## src/rtl/hrp_pkg.sv

```systemverilog
package hrp_pkg;
  localparam logic [3:0] PM_LON    = 4'h9;
  localparam logic [3:0] PM_LIN_M  = 4'hA;
  localparam logic [3:0] PM_LIN_S  = 4'hB;

  typedef enum logic [1:0] {
    RDY_ONE  = 2'd0,
    RDY_TWO  = 2'd1,
    RDY_FOUR = 2'd2,
    RDY_RSVD = 2'd3
  } rdy_mode_e;

  function automatic logic [2:0] rdy_need(input rdy_mode_e m);
    case (m)
      RDY_TWO:  return 3'd2;
      RDY_FOUR: return 3'd4;
      default:  return 3'd1;
    endcase
  endfunction
endpackage

```

## src/rtl/hrp_mode_dec.sv

```systemverilog
module hrp_mode_dec
  import hrp_pkg::*;
(
  input  logic       mode9,
  input  logic [3:0] proto_mode,
  output logic       multi
);
  logic proto_single;
  always_comb begin
    proto_single = (proto_mode == PM_LON) || (proto_mode == PM_LIN_M) ||
                   (proto_mode == PM_LIN_S);
    multi = !(mode9 || proto_single);
  end
endmodule

```

## src/rtl/hrp_lane_sel.sv

```systemverilog
module hrp_lane_sel #(
  parameter int LANES = 4,
  parameter int DW    = 8,
  parameter int AW    = 7,
  localparam int CNT_W = $clog2(LANES + 1),
  localparam int BW    = LANES * DW
) (
  input  logic            want_all,
  input  logic [AW-1:0]   avail,
  input  logic [BW-1:0]   data_in,
  output logic [CNT_W-1:0] cnt,
  output logic [BW-1:0]   data_out,
  output logic            short_acc
);
  logic [AW-1:0] want;
  always_comb begin
    want      = want_all ? AW'(LANES) : AW'(1);
    cnt       = (avail < want) ? CNT_W'(avail) : CNT_W'(want);
    short_acc = want_all && (avail < AW'(LANES));
  end

  for (genvar g = 0; g < LANES; g++) begin : g_lane
    assign data_out[g*DW +: DW] = (CNT_W'(g) < cnt) ? data_in[g*DW +: DW] : '0;
  end
endmodule

```

## src/rtl/hrp_ready.sv

```systemverilog
module hrp_ready
  import hrp_pkg::*;
#(
  parameter int AW = 7
) (
  input  logic [AW-1:0] amount,
  input  logic [1:0]    mode,
  output logic          rdy
);
  assign rdy = amount >= AW'(rdy_need(rdy_mode_e'(mode)));
endmodule

```

## src/rtl/hrp_fifo_port.sv

```systemverilog
module hrp_fifo_port #(
  parameter int          LANES    = 4,
  parameter int          DW       = 8,
  parameter int          LVL_W    = 6,
  parameter int          DEPTH    = 32,
  parameter logic [7:0]  RHR_ADDR = 8'h18,
  parameter logic [7:0]  THR_ADDR = 8'h1C,
  localparam int         CNT_W    = $clog2(LANES + 1),
  localparam int         BW       = LANES * DW,
  localparam int         AW       = LVL_W + 1
) (
  input  logic             clk,
  input  logic             rst_n,
  input  logic             bus_valid,
  input  logic             bus_we,
  input  logic [7:0]       bus_addr,
  input  logic             bus_word,
  input  logic [BW-1:0]    bus_wdata,
  output logic [BW-1:0]    bus_rdata,
  output logic             bus_rvalid,
  input  logic             mode9,
  input  logic [3:0]       proto_mode,
  input  logic [31:0]      fifo_mode,
  input  logic [31:0]      fifo_level,
  output logic [CNT_W-1:0] tx_push_cnt,
  output logic [BW-1:0]    tx_push_data,
  output logic [CNT_W-1:0] rx_pop_cnt,
  input  logic [BW-1:0]    rx_head_data,
  output logic             tx_ptr_err,
  output logic             rx_ptr_err,
  output logic             tx_ready,
  output logic             rx_ready
);
  logic          multi, rd_hit, wr_hit, want_all;
  logic [AW-1:0] rx_lvl, tx_lvl, tx_free;
  logic [CNT_W-1:0] rx_cnt, tx_cnt;
  logic [BW-1:0] rx_lanes, tx_lanes;
  logic          rx_short, tx_short;

  hrp_mode_dec u_mode (.mode9(mode9), .proto_mode(proto_mode), .multi(multi));

  always_comb begin
    rd_hit   = bus_valid && !bus_we && (bus_addr == RHR_ADDR);
    wr_hit   = bus_valid &&  bus_we && (bus_addr == THR_ADDR);
    want_all = bus_word && multi;
    rx_lvl   = {1'b0, fifo_level[16 +: LVL_W]};
    tx_lvl   = {1'b0, fifo_level[0 +: LVL_W]};
    tx_free  = (tx_lvl >= AW'(DEPTH)) ? '0 : AW'(DEPTH) - tx_lvl;
  end

  hrp_lane_sel #(.LANES(LANES), .DW(DW), .AW(AW)) u_rx_sel (
    .want_all(want_all), .avail(rx_lvl), .data_in(rx_head_data),
    .cnt(rx_cnt), .data_out(rx_lanes), .short_acc(rx_short));

  hrp_lane_sel #(.LANES(LANES), .DW(DW), .AW(AW)) u_tx_sel (
    .want_all(want_all), .avail(tx_free), .data_in(bus_wdata),
    .cnt(tx_cnt), .data_out(tx_lanes), .short_acc(tx_short));

  hrp_ready #(.AW(AW)) u_rx_rdy (.amount(rx_lvl),  .mode(fifo_mode[5:4]), .rdy(rx_ready));
  hrp_ready #(.AW(AW)) u_tx_rdy (.amount(tx_free), .mode(fifo_mode[1:0]), .rdy(tx_ready));

  always_comb begin
    rx_pop_cnt   = rd_hit ? rx_cnt   : '0;
    tx_push_cnt  = wr_hit ? tx_cnt   : '0;
    tx_push_data = wr_hit ? tx_lanes : '0;
  end

  always_ff @(posedge clk or negedge rst_n) begin
    if (!rst_n) begin
      bus_rdata  <= '0;
      bus_rvalid <= 1'b0;
      rx_ptr_err <= 1'b0;
      tx_ptr_err <= 1'b0;
    end else begin
      bus_rvalid <= rd_hit;
      rx_ptr_err <= rd_hit && rx_short;
      tx_ptr_err <= wr_hit && tx_short;
      if (rd_hit) bus_rdata <= rx_lanes;
    end
  end
endmodule

```

## config.mk

```make
export PLATFORM = sky130hd
export DESIGN_NAME = hrp_fifo_port
export DESIGN_NICKNAME = d
export VERILOG_FILES = /design/src/rtl/hrp_pkg.sv /design/src/rtl/hrp_mode_dec.sv /design/src/rtl/hrp_lane_sel.sv /design/src/rtl/hrp_ready.sv /design/src/rtl/hrp_fifo_port.sv
export SDC_FILE = /design/constraint.sdc
export NUM_CORES = 1
export LEC_CHECK = 0
export ABC_AREA = 1
export BUFFER_PORTS_ARGS = -buffer_cell sky130_fd_sc_hd__buf_2
export CORE_ASPECT_RATIO = 0.8
export CORE_MARGIN = 2
export CORE_UTILIZATION = 45
export CTS_CLUSTER_SIZE = 16
export DETAILED_ROUTE_END_ITERATION = 6
export PLACE_DENSITY = 0.87
export SYNTH_ARGS = -nofsm -noshare
export SYNTH_HDL_FRONTEND = slang
export SYNTH_HIERARCHICAL = 1
export SYNTH_SLANG_ARGS = --single-unit
```

## constraint.sdc

```tcl
create_clock -name clk -period 6.3 [get_ports clk]
set_input_delay 0.63 -clock clk [delete_from_list [all_inputs] [get_ports clk]]
set_output_delay 0.63 -clock clk [all_outputs]
set_load 0.005 [all_outputs]
```

### Yosys cells after proc, flatten, opt, wreduce, memory -nomap -nowiden

Index checks and enable logic that the tools add are counted.

* register bits after elaboration: 35
* input bits: 146
* logic and storage cells: 60
* output and inout bits: 75

* $add $sub $neg: 1
* reduce and logical (&&, ||, !) cells: 14
* multiplexer cells: 17
* equality and inequality tests: 9
* magnitude comparators: 15

Operator list (count)
* 2-to-1 mux 8 bit: 8
* 2-to-1 mux 32 bit: 1
* == test 8 x 5 -> 1 bit (second input constant): 2
* 2-to-1 mux 3 bit: 5
* == test 4 bit (second input constant): 3
* < comparator 1 x 3 -> 1 bit (first input constant): 4
* < comparator 2 x 3 -> 1 bit (first input constant): 4
* case mux 3 bit (2 select lines): 2
* logical AND 1 bit: 9
* >= comparator 7 x 3 -> 1 bit: 1
* < comparator 6 x 7 -> 1 bit: 1
* < comparator 7 x 3 -> 1 bit (second input constant): 1
* < comparator 7 bit: 1
* 2-to-1 mux 7 bit: 1
* subtractor 6 x 6 -> 7 bit (first input constant): 1
* >= comparator 6 x 3 -> 1 bit: 1
* >= comparator 6 bit (second input constant): 1
* < comparator 6 x 3 -> 1 bit (second input constant): 1
* == test 2 x 1 -> 1 bit (second input constant): 2
* == test 2 bit (second input constant): 2
* logical OR 1 bit: 3
* logical NOT 1 bit: 2

### Longest topological paths before layout

* word-level depth: 12
* depth in mapped cells: 17

### Hierarchy

Netlist, hierarchy kept.

Modules (own cells, without submodules)
* hrp_fifo_port: instances 1, area each 1996.9 µm², cells each 274
* hrp_lane_sel: instances 2, area each 411.6 µm², cells each 81
* hrp_ready: instances 2, area each 128.9 µm², cells each 22
* hrp_mode_dec: instances 1, area each 18.8 µm², cells each 5

### Least setup slack after synthesis

No wires, ideal clock.

* kind: input-to-output
* start point: in fifo_level[0]
* end point: out tx_push_data[14]
* data arrival time: 2.552 ns
* stages on the path: 14
* buffers on the path: 1
* slack: 3.118 ns
* cell sequence: inv_1 -> ha_1 -> nand4_1 -> nand2_1 -> nor2_1 -> ha_1 -> nand2_1 -> nand2_4 -> nand2_4 -> o21ai_4 -> buf_6 -> a21boi_2 -> inv_1 -> nor2_2

* longest elaborated chain between the ends: 7
* elaborated cells between the ends (all ways): 8
* classes of those cells: add/sub: 1; order compare: 3; mux: 4

RTL lines
* from (decl): line hrp_fifo_port.sv:24 `input logic [31:0] fifo_level,`
* subtractor 6 x 6 -> 7 bit / >= comparator 6 bit (equally long branches): line hrp_fifo_port.sv:48 `tx_free = (tx_lvl >= AW'(DEPTH)) ? '0 : AW'(DEPTH) - tx_lvl;`
* 2-to-1 mux 7 bit (*): line hrp_fifo_port.sv:48
* via tx_free[2]: line hrp_fifo_port.sv:35 `logic [AW-1:0] rx_lvl, tx_lvl, tx_free;`
* < comparator 7 bit: line hrp_lane_sel.sv:18 `cnt = (avail < want) ? CNT_W'(avail) : CNT_W'(want);`
* 2-to-1 mux 3 bit (*): line hrp_lane_sel.sv:18
* < comparator 1 x 3 -> 1 bit (*): line hrp_lane_sel.sv:23 `assign data_out[g*DW +: DW] = (CNT_W'(g) < cnt) ? data_in[g*DW +: DW] : '0;`
* 2-to-1 mux 8 bit (*): line hrp_lane_sel.sv:23
* via tx_lanes[14]: line hrp_fifo_port.sv:37 `logic [BW-1:0] rx_lanes, tx_lanes;`
* 2-to-1 mux 32 bit (*): line hrp_fifo_port.sv:65 `tx_push_data = wr_hit ? tx_lanes : '0;`
* to (decl): line hrp_fifo_port.sv:26 `output logic [BW-1:0] tx_push_data,`

The timed path passes the listed nets; every way through them passes the cells marked *.

### Worst setup path in the final report

* start point: in fifo_level[3]
* end point: out tx_push_data[17]

* longest elaborated chain between the ends: 7
* elaborated cells between the ends (all ways): 8
* classes of those cells: add/sub: 1; order compare: 3; mux: 4

RTL lines (line)
* >= comparator 6 bit (*): hrp_fifo_port.sv:48
* 2-to-1 mux 7 bit (*): hrp_fifo_port.sv:48
* via tx_free[2]: hrp_fifo_port.sv:35
* < comparator 7 bit: hrp_lane_sel.sv:18
* 2-to-1 mux 3 bit (*): hrp_lane_sel.sv:18
* < comparator 2 x 3 -> 1 bit (*): hrp_lane_sel.sv:23
* 2-to-1 mux 8 bit (*): hrp_lane_sel.sv:23
* via tx_lanes[17]: hrp_fifo_port.sv:37
* 2-to-1 mux 32 bit (*): hrp_fifo_port.sv:65

Marks and branches as above.

==> out/metrics.yaml <==
tns_ps: 0
dr.pass1.iters: 4
finClkSkew_ps: 0
worstPathMaxFanout: 18
clk_path_buf_depth: 2
area_growth_pct: 31.6
numPortBuffers: 172
htreeDepth: 2
grt_pass1_wl_mm: 14.1
place.gp.congestion: 0.795
cts_hold_buffers: 0
ios: 221
grt_pass1_vias: 3246
holdWs_ps: 412
dp.cells: 729
drt_iter0_drc: 116
hold_violations: 0
cts_tree: "built"
path_class: "in -> out"
maxCapViolCount: 0
hpwlAfterDp_mm: 6.28
wl_mm: 8.15
grt_max_degree: 38
status: "completed"
critPathArrivalTime_ps: 3190
synth.area.top_cells: "dfrtp_1 (28%), inv_1 (15%), nand2_1 (14%), nor2_1 (10%), nand4_1 (7.1%)"
std_cell_rows: 27
crit_required_ps: 5670
synth-seq-area-share: 0.283
p_leak_nw: 2.75
post_drt_wl_per_cell_um: 11.1
maxSlewHeadroom: 0.415
drc: 0
cts_sinks: 35
clk_pin_slew_worst_paths_ps: 80
nets: 808
rsz0062_at_grt: "no"
avgSynthCellArea_um2: 6.38
die_x_um: 96.7
synth_area_um2: 3100
worst_pin_slew_ps: 876
final_common_cell: "buf_2"
cts_setup_buffers: 0
clk_latency_ps: 280
die-area_um2: 7560
ys_ff_latch: 35
fillers: 616
ir_worst_vdd_uv: 97.7
stdcell_count: 737
viasPerCell: 4.66
end_kind: "output pin"
fmax_ghz: 0.262
cts_resized: 0
setup_viol: 0
start_util: 0.458
core_area_um2: 6760
cts_buffers: 5
ant_nets: 0
grt-ovfl-total: 0
hold_path_class: "in -> async"
multi_input_area_um2: 1630
powerDensity_nw_per_um2: 142
track_usage: 0.218
cts-root-buf: "clkbuf_8"
start_kind: "input pin"
synth_cell_types: 27
diodes: 0
layout-drive-gt1-share: 0.334
yosys_warnings: 6
regArea_um2: 876
drv_slew: 0
antenna_found_initial: 0
yosysTopAreaCellShare: 0.283
synthCells: 485
yosys.area.top_type: "dfrtp_1"
period_needed_ps: 3820
fin_crit_sh: 0.607
vias: 3435
die_h_um: 78.2
mostFrequentLayoutCells: "buf_2 (172), inv_1 (123), nand2_1 (115)"
per-layer routing:
layer / share of wire / routed length (um) / GRT usage
met1: 0.41 / 3350 / 0.241
met5: 0 / 0 / 0
met4: 0.016 / 127 / 0.0718
met2: 0.52 / 4210 / 0.416
met3: 0.057 / 466 / 0.0463
per-stage QoR:
step	total power, mW	instance area, um^2	util	setup slack (ps)
6_report	0.577	4070	0.603	2480
5_1_grt	0.614	4070	0.603	2200
4_1_cts	0.581	4070	0.603	2470
3_5_place_dp	0.379	3960	0.586	2490
3_3_place_gp	0.374	3960	0.586	2570
2_1_floorplan	0.326	3100	-	3120
cell usage after synthesis, drive strengths merged:
cell type,instances
inv,127
nand2,122
nor2,101
nand4,37
dfrtp,35
buf,17
a21boi,16
ha,13
nand3,7
nand3b,2
nor3,2
o21ai,2
or2,2
conb,1
xor2,1
area by class of cell:
class                   count  share of cell area
multi-input cells         307               0.400
flip-flops and latches     35               0.215
repair buffers            173               0.213
inverters                 127               0.117
well taps                  87              0.0267
clock buffers               5              0.0169
clock inverters             3              0.0107
state kept, by name, summed over array words and instances, names as in the netlist:
signal / count
tx_ptr_err: 1
bus_rdata: 32
bus_rvalid: 1
rx_ptr_err: 1
where the power goes:
group	internal, mW	leakage [nW]	switching (mW)
clock network	0.118	0.0581	0.0842
logic	0.0574	2.21	0.0889
registers	0.227	0.488	0.00138
worst max-delay path, cell delays in order:
cell     delay, ps
buf_2          110
nor2_1         200
nand3_1        140
nand2_1         80
nand2_1        120
nor2_1         400
ha_1           320
nand2_1        180
nand2_4        100
o21ai_4        380
nand2_2         90
inv_2          140
nor2_1          60
inv_1           60
nor2_2          40
buf_2          140
path summary, 6_finish.rpt:
path                                                start                         to  slack (ps)  cells after the start
worst min-delay path                                rst_n  bus_rdata[26]$_DFFE_PN0N_         410                      1
worst max register to register  bus_rdata[12]$_DFFE_PN0N_  bus_rdata[12]$_DFFE_PN0N_        5650                      2
worst max-delay path                        fifo_level[3]           tx_push_data[17]        2480                     16
worst min register to register  bus_rdata[28]$_DFFE_PN0N_  bus_rdata[28]$_DFFE_PN0N_         470                      2
max in group asynchronous                           rst_n   bus_rdata[9]$_DFFE_PN0N_        5370                      1
min in group clk                bus_rdata[28]$_DFFE_PN0N_  bus_rdata[28]$_DFFE_PN0N_         470                      2
cells by family after synthesis:
group | synth area share
DFF | 0.283
and+or+nand+nor | 0.417
other | 0.00121
buffers and inverters | 0.192
xor gates and xnor gates | 0.00283
AOI/OAI and AO/OA | 0.0517
adders and majority gates | 0.0525
Note: power is estimated with default switching activity, not from simulation.
